==> src/rtl/mmt_pkg.sv <==
package mmt_pkg;

    typedef enum logic [1:0] {
        MODE_STOP = 2'b00,
        MODE_UP   = 2'b01,
        MODE_CONT = 2'b10,
        MODE_UPDN = 2'b11
    } cnt_mode_e;

    typedef enum logic {
        OUT_SETRST = 1'b0,
        OUT_TOGGLE = 1'b1
    } out_mode_e;

    localparam int NUM_CH = 2;
    localparam int VEC_W  = 4;

    localparam logic [VEC_W-1:0] VEC_NONE = 4'h0;
    localparam logic [VEC_W-1:0] VEC_CH1  = 4'h2;
    localparam logic [VEC_W-1:0] VEC_CH2  = 4'h4;
    localparam logic [VEC_W-1:0] VEC_OVF  = 4'hA;

    typedef struct packed {
        logic ovf;
        logic ch2;
        logic ch1;
    } pend_t;

    function automatic logic [VEC_W-1:0] vec_encode(pend_t p);
        if (p.ch1)      return VEC_CH1;
        else if (p.ch2) return VEC_CH2;
        else if (p.ovf) return VEC_OVF;
        else            return VEC_NONE;
    endfunction

    function automatic pend_t top_cause(pend_t p);
        pend_t m;
        m = '0;
        if (p.ch1)      m.ch1 = 1'b1;
        else if (p.ch2) m.ch2 = 1'b1;
        else if (p.ovf) m.ovf = 1'b1;
        return m;
    endfunction

endpackage

==> src/rtl/mmt_counter.sv <==
module mmt_counter
    import mmt_pkg::*;
#(
    parameter int WIDTH = 16
) (
    input  logic             clk,
    input  logic             rst,
    input  logic             cnt_en,
    input  cnt_mode_e        mode,
    input  logic [WIDTH-1:0] top,
    output logic [WIDTH-1:0] cnt,
    output logic [WIDTH-1:0] nxt,
    output logic             tick,
    output logic             wrap
);
    localparam logic [WIDTH-1:0] ONE = {{(WIDTH-1){1'b0}}, 1'b1};
    localparam logic [WIDTH-1:0] ALL = {WIDTH{1'b1}};

    logic dir_down;
    logic dir_nx;

    always_comb begin
        tick   = cnt_en && (mode != MODE_STOP);
        nxt    = cnt;
        wrap   = 1'b0;
        dir_nx = dir_down;
        case (mode)
            MODE_UP: begin
                if (cnt >= top) begin
                    nxt  = '0;
                    wrap = 1'b1;
                end else begin
                    nxt = cnt + ONE;
                end
            end
            MODE_CONT: begin
                nxt  = cnt + ONE;
                wrap = (cnt == ALL);
            end
            MODE_UPDN: begin
                if (dir_down || ((cnt >= top) && (cnt != '0))) begin
                    if (cnt <= ONE) begin
                        nxt    = '0;
                        wrap   = 1'b1;
                        dir_nx = 1'b0;
                    end else begin
                        nxt    = cnt - ONE;
                        dir_nx = 1'b1;
                    end
                end else if (cnt < top) begin
                    nxt = cnt + ONE;
                end
            end
            default: ;
        endcase
        if (!tick) begin
            nxt    = cnt;
            wrap   = 1'b0;
            dir_nx = dir_down;
        end
        if (mode != MODE_UPDN) dir_nx = 1'b0;
    end

    always_ff @(posedge clk) begin
        if (rst) begin
            cnt      <= '0;
            dir_down <= 1'b0;
        end else begin
            cnt      <= nxt;
            dir_down <= dir_nx;
        end
    end

endmodule

==> src/rtl/mmt_channel.sv <==
module mmt_channel
    import mmt_pkg::*;
#(
    parameter int WIDTH = 16
) (
    input  logic             clk,
    input  logic             rst,
    input  logic             tick,
    input  logic [WIDTH-1:0] nxt,
    input  logic [WIDTH-1:0] cmp,
    input  logic             period_hit,
    input  out_mode_e        omode,
    output logic             hit,
    output logic             pwm
);
    assign hit = tick && (nxt == cmp);

    always_ff @(posedge clk) begin
        if (rst) begin
            pwm <= 1'b0;
        end else if (omode == OUT_TOGGLE) begin
            if (hit) pwm <= ~pwm;
        end else begin
            if (hit)             pwm <= 1'b0;
            else if (period_hit) pwm <= 1'b1;
        end
    end

endmodule

==> src/rtl/mmt_vector.sv <==
module mmt_vector
    import mmt_pkg::*;
(
    input  logic             clk,
    input  logic             rst,
    input  pend_t            set_ev,
    input  logic             rd,
    output logic [VEC_W-1:0] vec,
    output logic             irq
);
    pend_t pend;
    pend_t clr;

    always_comb begin
        clr = rd ? top_cause(pend) : '0;
        vec = vec_encode(pend);
        irq = |pend;
    end

    always_ff @(posedge clk) begin
        if (rst) pend <= '0;
        else     pend <= (pend & ~clr) | set_ev;
    end

endmodule

==> src/rtl/mmt_top.sv <==
module mmt_top
    import mmt_pkg::*;
#(
    parameter int WIDTH = 16
) (
    input  logic             clk,
    input  logic             rst,
    input  logic             cnt_en,
    input  logic [1:0]       mode_sel,
    input  logic [WIDTH-1:0] cmp0,
    input  logic [WIDTH-1:0] cmp1,
    input  logic [WIDTH-1:0] cmp2,
    input  logic [1:0]       pwm_mode,
    input  logic             vec_rd,
    output logic [WIDTH-1:0] count,
    output logic [1:0]       pwm_out,
    output logic             irq_ch0,
    output logic             irq_vec,
    output logic [3:0]       vec_val
);
    cnt_mode_e        mode;
    logic [WIDTH-1:0] nxt;
    logic             tick;
    logic             wrap;
    logic             hit0;
    logic [WIDTH-1:0] ch_cmp [NUM_CH];
    logic [NUM_CH-1:0] ch_hit;
    pend_t            set_ev;

    assign mode = cnt_mode_e'(mode_sel);

    mmt_counter #(.WIDTH(WIDTH)) u_cnt (
        .clk    (clk),
        .rst    (rst),
        .cnt_en (cnt_en),
        .mode   (mode),
        .top    (cmp0),
        .cnt    (count),
        .nxt    (nxt),
        .tick   (tick),
        .wrap   (wrap)
    );

    assign hit0 = tick && (nxt == cmp0);

    always_ff @(posedge clk) begin
        if (rst) irq_ch0 <= 1'b0;
        else     irq_ch0 <= hit0;
    end

    assign ch_cmp[0] = cmp1;
    assign ch_cmp[1] = cmp2;

    for (genvar g = 0; g < NUM_CH; g++) begin : g_ch
        mmt_channel #(.WIDTH(WIDTH)) u_ch (
            .clk        (clk),
            .rst        (rst),
            .tick       (tick),
            .nxt        (nxt),
            .cmp        (ch_cmp[g]),
            .period_hit (hit0),
            .omode      (out_mode_e'(pwm_mode[g])),
            .hit        (ch_hit[g]),
            .pwm        (pwm_out[g])
        );
    end

    assign set_ev = '{ovf: wrap, ch2: ch_hit[1], ch1: ch_hit[0]};

    mmt_vector u_vec (
        .clk    (clk),
        .rst    (rst),
        .set_ev (set_ev),
        .rd     (vec_rd),
        .vec    (vec_val),
        .irq    (irq_vec)
    );

endmodule

==> config.mk <==
export PLATFORM = sky130hd
export DESIGN_NAME = mmt_top
export DESIGN_NICKNAME = d
export VERILOG_FILES = /design/src/rtl/mmt_pkg.sv /design/src/rtl/mmt_counter.sv /design/src/rtl/mmt_channel.sv /design/src/rtl/mmt_vector.sv /design/src/rtl/mmt_top.sv
export SDC_FILE = /design/constraint.sdc
export NUM_CORES = 1
export LEC_CHECK = 0
export ABC_AREA = 1
export BUFFER_PORTS_ARGS = -buffer_cell sky130_fd_sc_hd__buf_2
export CAP_MARGIN = 20
export CORE_UTILIZATION = 45
export DETAILED_ROUTE_END_ITERATION = 7
export GPL_ROUTABILITY_DRIVEN = 0
export PLACE_DENSITY = 0.7
export SETUP_SLACK_MARGIN = 0.4
export SKIP_LAST_GASP = 1
export SYNTH_ARGS = -nofsm -noshare
export SYNTH_HDL_FRONTEND = slang
export SYNTH_SLANG_ARGS = --single-unit
==> constraint.sdc <==
create_clock -name clk -period 2.6 [get_ports clk]
set_input_delay 0.13 -clock clk [delete_from_list [all_inputs] [get_ports clk]]
set_output_delay 0.13 -clock clk [all_outputs]
set_load 0.005 [all_outputs]
Word-level counts from Yosys, hierarchy flattened
Cells that the tools add are included.
- word-level logic and storage cells: 71
- register bits after elaboration: 23
- input bits: 56
- output and inout bits: 24
- $lt $le $gt $ge: 3
- mux-type cells: 28
- $add $sub $neg: 2
- bitwise gates (word level): 5
- reduce and logical (&&, ||, !) cells: 15
- eq/ne operators: 10
- operator list (operator ; count):
    $mux W16 ; 5
    $eq A16 B16 Y1 ; 3
    $pmux W16 S3 ; 1
    $add A16 B1 Y16 const B ; 1
    $eq A16 B16 Y1 const B ; 1
    $ge A16 B16 Y1 ; 1
    $le A16 B1 Y1 const B ; 1
    $lt A16 B16 Y1 ; 1
    $mux W1 ; 16
    $reduce_bool A16 Y1 ; 1
    $sub A16 B1 Y16 const B ; 1
    $mux W4 ; 3
    $reduce_bool A2 Y1 ; 3
    $logic_and A1 B1 Y1 ; 5
    $eq A2 B2 Y1 const B ; 2
    $ne A2 B1 Y1 const B ; 2
    $reduce_and A2 Y1 ; 2
    $and A3 B3 Y3 ; 1
    $mux W3 ; 1
    $not A3 Y3 ; 1
    $or A3 B3 Y3 ; 1
    $pmux W1 S3 ; 1
    $reduce_and A3 Y1 ; 1
    $reduce_or A3 Y1 ; 1
    other kinds (6) ; 7

Logic depth before layout (Yosys ltp)
- depth in word-level cells: 11
- gate-level depth with buffers: 27
- depth with buffers taken out: 26

Hierarchy
A second synthesis with hierarchy kept.
- cell total of the unflattened synthesis: 817
- area total of the unflattened synthesis: 4111.4 um^2
- by module, submodules not included (module ; sequential area each (um^2) ; cells each ; instances ; area each (um^2)):
    mmt_counter ; 340.3 ; 487 ; 1 ; 2630.0
    mmt_channel ; 20.0 ; 113 ; 2 ; 486.7
    mmt_top ; 20.0 ; 81 ; 1 ; 356.6
    mmt_vector ; 60.1 ; 23 ; 1 ; 151.4

Least setup slack after synthesis
No wires, ideal clock.
- path kind: reg2reg
- start: register u_cnt.cnt[9]
- end: register g_ch[0].u_ch.pwm
- arrival time: 2.467 ns
- cell stages (with the launch flop): 23
- buffers on the path: 1
- setup slack: 0.019 ns
- data required time: 2.485 ns
- cells stage by stage: dfxtp_1 ha_1 nand2_1 nand2_1 nand3_1 nand2_1 a21oi_4 nand2_2 buf_4 nand2_1 nand2_1 nand3_1 nand3_1 nand2_1 nand2_1 nand2_1 nand2_1 nor2_1 nand2_1 nor2_1 nand3_1 o21ai_1 nor2_1
- word-level cells in the longest chain between the ends: 10
- elaborated cells on any way between the ends: 23
- classes of those cells: 2 x add/sub; 3 x order compare; 3 x eq/ne; 8 x mux; 7 x reduce/logical
- RTL lines (element ; RTL line ; RTL):
    start, declared ; mmt_counter.sv:11 ; output logic [WIDTH-1:0] cnt,
    start signal, assigned ; mmt_counter.sv:69 ; cnt <= nxt;
    $ge A16 B16 Y1 or $reduce_bool A16 Y1 (tied branches) ; mmt_counter.sv:29, mmt_counter.sv:41 ;
    $logic_and A1 B1 Y1 ; mmt_counter.sv:41 ; if (dir_down || ((cnt >= top) && (cnt != '0))) begin
    $logic_or A1 B1 Y1 ; mmt_counter.sv:41 ;
    $mux W16 ; mmt_counter.sv:41 ;
    $pmux W16 S3 ; mmt_counter.sv:27 ; case (mode)
    $mux W16 (*) ; mmt_counter.sv:56 ; if (!tick) begin
    $eq A16 B16 Y1, on equally long branches ; mmt_channel.sv:16, mmt_top.sv:44 ;
    $logic_and A1 B1 Y1, on equally long branches ; mmt_channel.sv:16, mmt_top.sv:44 ;
    $ne A2 B1 Y1 (no line), or another cell as far along ; - ;
    $reduce_and A2 Y1 (no line) or $mux W1 (tied branches) ; - ;
    end signal, assigned ; mmt_channel.sv:22 ; if (hit) pwm <= ~pwm;
    end, declared ; mmt_channel.sv:14 ; output logic pwm
Mark *: on every way between the ends. The rest lies on a longest branch, timed or not.
A chain may end at the register's enable or synchronous reset.

Final worst setup path
- start: register u_cnt.cnt[0]
- end: register g_ch[1].u_ch.pwm
- word-level cells in the longest chain between the ends: 10
- elaborated cells on any way between the ends: 23
- classes of those cells: 2 x add/sub; 3 x order compare; 3 x eq/ne; 8 x mux; 7 x reduce/logical
- RTL lines (element ; RTL line):
    $ge A16 B16 Y1 or $reduce_bool A16 Y1 (tied branches) ; mmt_counter.sv:29, mmt_counter.sv:41
    $logic_and A1 B1 Y1 ; mmt_counter.sv:41
    $logic_or A1 B1 Y1 ; mmt_counter.sv:41
    $mux W16 ; mmt_counter.sv:41
    $pmux W16 S3 ; mmt_counter.sv:27
    $mux W16 (*) ; mmt_counter.sv:56
    $eq A16 B16 Y1, on equally long branches ; mmt_channel.sv:16, mmt_top.sv:44
    $logic_and A1 B1 Y1, on equally long branches ; mmt_channel.sv:16, mmt_top.sv:44
    $ne A2 B1 Y1 (no line), or another cell as far along ; -
    $reduce_and A2 Y1 (no line) or $mux W1 (tied branches) ; -
    end signal, assigned ; mmt_channel.sv:22
    end, declared ; mmt_channel.sv:14
Marked as above.

==> metrics.md <==
| Metric | Value |
|---|---|
| Fin crit period | 2.865 ns |
| Crit path DAT | 3.05 ns |
| Via count | 5298 |
| Die X | 94.36 um |
| # rows | 33 |
| Filler cell count | 770 |
| Routed WL | 14660 um |
| Die Y | 94.36 um |
| All-Layer GR Usage | 0.3359 |
| Drt pass-1 iters | 6 |
| Syn_nets | 793 |
| Reg-to-Reg Start | u_cnt.cnt[0] |
| Initial core utilization | 0.4672 |
| Register area | 478.0 um2 |
| Worst setup startpoint | u_cnt.cnt[0] |
| Worst Setup EP | g_ch[1].u_ch.pwm |
| Sequential area share after synthesis | 0.1199 |
| Longest Clk Path Bufs | 2 |
| Synth Register Bits | 23 |
| Die area | 8904 um2 |
| Routed len/inst | 14.98 um |
| Antenna violations before repair | 0 |
| Req. time, crit path | 2.78 ns |
| CP Buf/Inv Count | 5 |
| Clock transition at the registers of the reported paths | 0.10 ns |
| Worst setup SP type | register |
| Root buf cell | clkbuf_8 |
| Worst Setup Slack, final | -0.2650 ns |
| Reg2Reg Depth | 20 |
| Max-slew violations | 0 |
| Via density | 5.412 |
| Post-Place Worst Slack | -0.3035 ns |
| Grt peak-use layer | met2 |
| Min Hold Slack | 0.1408 ns |
| Pwr Total | 1825 uW |
| Main synth FF type | dfxtp_1 |
| Clock Latency Late Sink | 0.28 ns |
| Hold crit path type | primary input to register |
| Failing checks | negative setup slack |
| Area Growth Syn to Fin | 37.87% |
| CP Max Fanout | 8 |
| Critical path depth in cells | 20 |
| Crit path max-delay family | simple AND/OR/NAND/NOR gates |
| Port Buffers | 78 |
| Worst-margin pin slew | 0.5255 ns |
| Nets | 951 |
| CP endpoint kind | register |
| Met3 Use GR | 0.04509 |
| Synthesized area | 3839 um2 |
| Area of the multi-input gates | 3154 um2 |
| CTS tree | yes |
| Total congestion overflow | 0 |
| Yosys warnings | 0 |
| TritonCTS buffer count | 3 |
| R2R Setup Slk | -0.27 ns |
| Ports | 80 |
| Clock sink count | 23 |
| First-pass GRT wire length | 23200 um |
| Core region area | 8217 um2 |
| Leakage | 0.003008 uW |
| Final setup viols | 5 |
| Drt drc | 0 |
| Status | complete, but fails checks |
| Crit Path Category | register to register |
| Period utilization | 1.102 |
| Max IR drop VDD | 0.2181 mV |
| Layout Skew | 0.005227 ns |
| Pin count of the biggest net entering global routing | 32 |
| Worst reg2reg path endpoint | g_ch[1].u_ch.pwm |
| Peak Freq | 349.0 MHz |
| End-of-flow core utilization | 0.6441 |
| RSZ-0062 raised after global routing | yes |
| Slowest cell on the critical path | dfxtp_2 |
| Cell area power density | 344.9 nW/um2 |
| Max cap viols | 0 |
| Finished Cell Area | 5293 um2 |
| Syn Area/Cell | 5.354 um2 |
| H-tree depth | 1 |
| Met2 Use GR | 0.5604 |
| Layout cells sized above 1 | 0.3124 |
| Worst rel slew slack | 0.6475 |
| Post-synth EDFFs | 0 |
| Final Hold Fails | 0 |
| Placed instance area | 5016 um2 |
| N_diodes | 0 |
| DP HPWL | 11870 um |
| Cells after synthesis | 717 |
| Post-synth cell types | 39 |
| Fraction of registers with async set/reset | 0 |
| CP peak stage delay | 0.37 ns |
| Routing usage on met1 | 0.4222 |
| Routed Antenna Nets | 0 |
| Commonest non-fill, non-tap cell in the layout | nand2_1 |
| Iter 0 DRT Violations | 506 |
| Most frequent cells in the layout | nand2_1 (226), buf_4 (96), nand3_1 (89), inv_1 (88), nor2_1 (81) |
| Vias in the first global route | 5040 |
| CP Cell Sequence | inv_2 > buf_4 > ha_1 > buf_4 > o21ai_2 > buf_4 > buf_4 > nand3_1 > nand2_1 > nand3_2 > nand2_4 > nand2_4 > nand2_1 > nand2_1 > nor2_1 > nand2_1 > nor2_2 > nand3_2 > o21ai_1 > nor2_1 |
-- synth_stat cells (8+ instances only) --
| library cell | n | area [um2] |
|---|---|---|
| inv_1 | 89 | 334.1 |
| dfxtp_1 | 23 | 460.4 |
| o21ai_0 | 14 | 70.07 |
| xor2_1 | 8 | 70.07 |
| nand3_1 | 96 | 480.5 |
| a21oi_1 | 28 | 140.1 |
| nand3b_1 | 15 | 112.6 |
| nor2_1 | 85 | 319.1 |
| nand2_2 | 19 | 118.9 |
| buf_4 | 8 | 60.06 |
| nand2_1 | 244 | 915.9 |
| ha_1 | 20 | 250.2 |
-- stage by stage --
stage | setup TNS (ns) | cells
finish | -0.9900 | 979
global route | -1.877 | 979
CTS | -0.9313 | 977
detailed placement | -1.257 | 970
global placement | -0.9965 | 970
floorplan | 0 | 717
-- state kept, by name, indices dropped and copies added, names as in the netlist --
register        count
g_ch.u_ch.pwm       2
u_vec.pend          3
irq_ch0             1
u_cnt.dir_down      1
u_cnt.cnt          16
-- per-layer routing --
layer	vias to the layer above	share of wire
li1	2588	-
met1	2372	0.41
met2	290	0.46
met3	48	0.090
met4	0	0.037
met5	-	0
-- report_power, final --
part	switching [uW]	internal, uW	total (uW)
combinational	709	477	1190
sequential	16.4	374	391
clock	139	110	249
-- final cells by class --
class | instances | area share
flip-flops and latches | 23 | 0.09031
repair buffers | 176 | 0.2158
clock buffers | 4 | 0.008511
inverters | 91 | 0.06454
multi-input cells | 580 | 0.5960
well taps | 105 | 0.02482
-- worst reg2reg max path, delay by kind of cell (launching register included) --
kind | cells | cell delay, ns
buffers and inverters | 5 | 0.69
AO/OA/AOI/OAI | 2 | 0.39
flip-flops | 1 | 0.37
AND/OR/NAND/NOR | 12 | 1.12
adder cells (fa/ha/maj) | 1 | 0.21
-- how the worst min path moves through the flow --
stage	start	endpoint	slack, ns	cells past startpoint
4_1_cts	vec_rd	u_vec.pend[0]	0.13	4
2_1_floorplan	rst	u_vec.pend[1]	0.20	1
3_5_place_dp	vec_rd	u_vec.pend[0]	0.43	4
6_report	vec_rd	u_vec.pend[0]	0.14	4
3_3_place_gp	vec_rd	u_vec.pend[0]	0.42	4
5_1_grt	vec_rd	u_vec.pend[0]	0.15	4
-- timing repair --
action | in CTS | in global routing
pin swaps | 24 | 12
buffers inserted | 3 | 2
hold buffers | 0 | 0
endpoints found under the setup margin | 23 | 23
resized for setup | 31 | 13
-- kinds of logic (layout without fill, tap and decap cells) --
group,after synthesis,after routing,synth area share
compound gates,61,61,0.09159
xor+xnor,10,10,0.02282
fa+ha+maj,20,20,0.06519
buf+inv,114,271,0.1287
flops,23,23,0.1199
other cells,1,1,0.0009769
simple gates,488,488,0.5707
No activity file was read; power rests on OpenSTA's default activity.
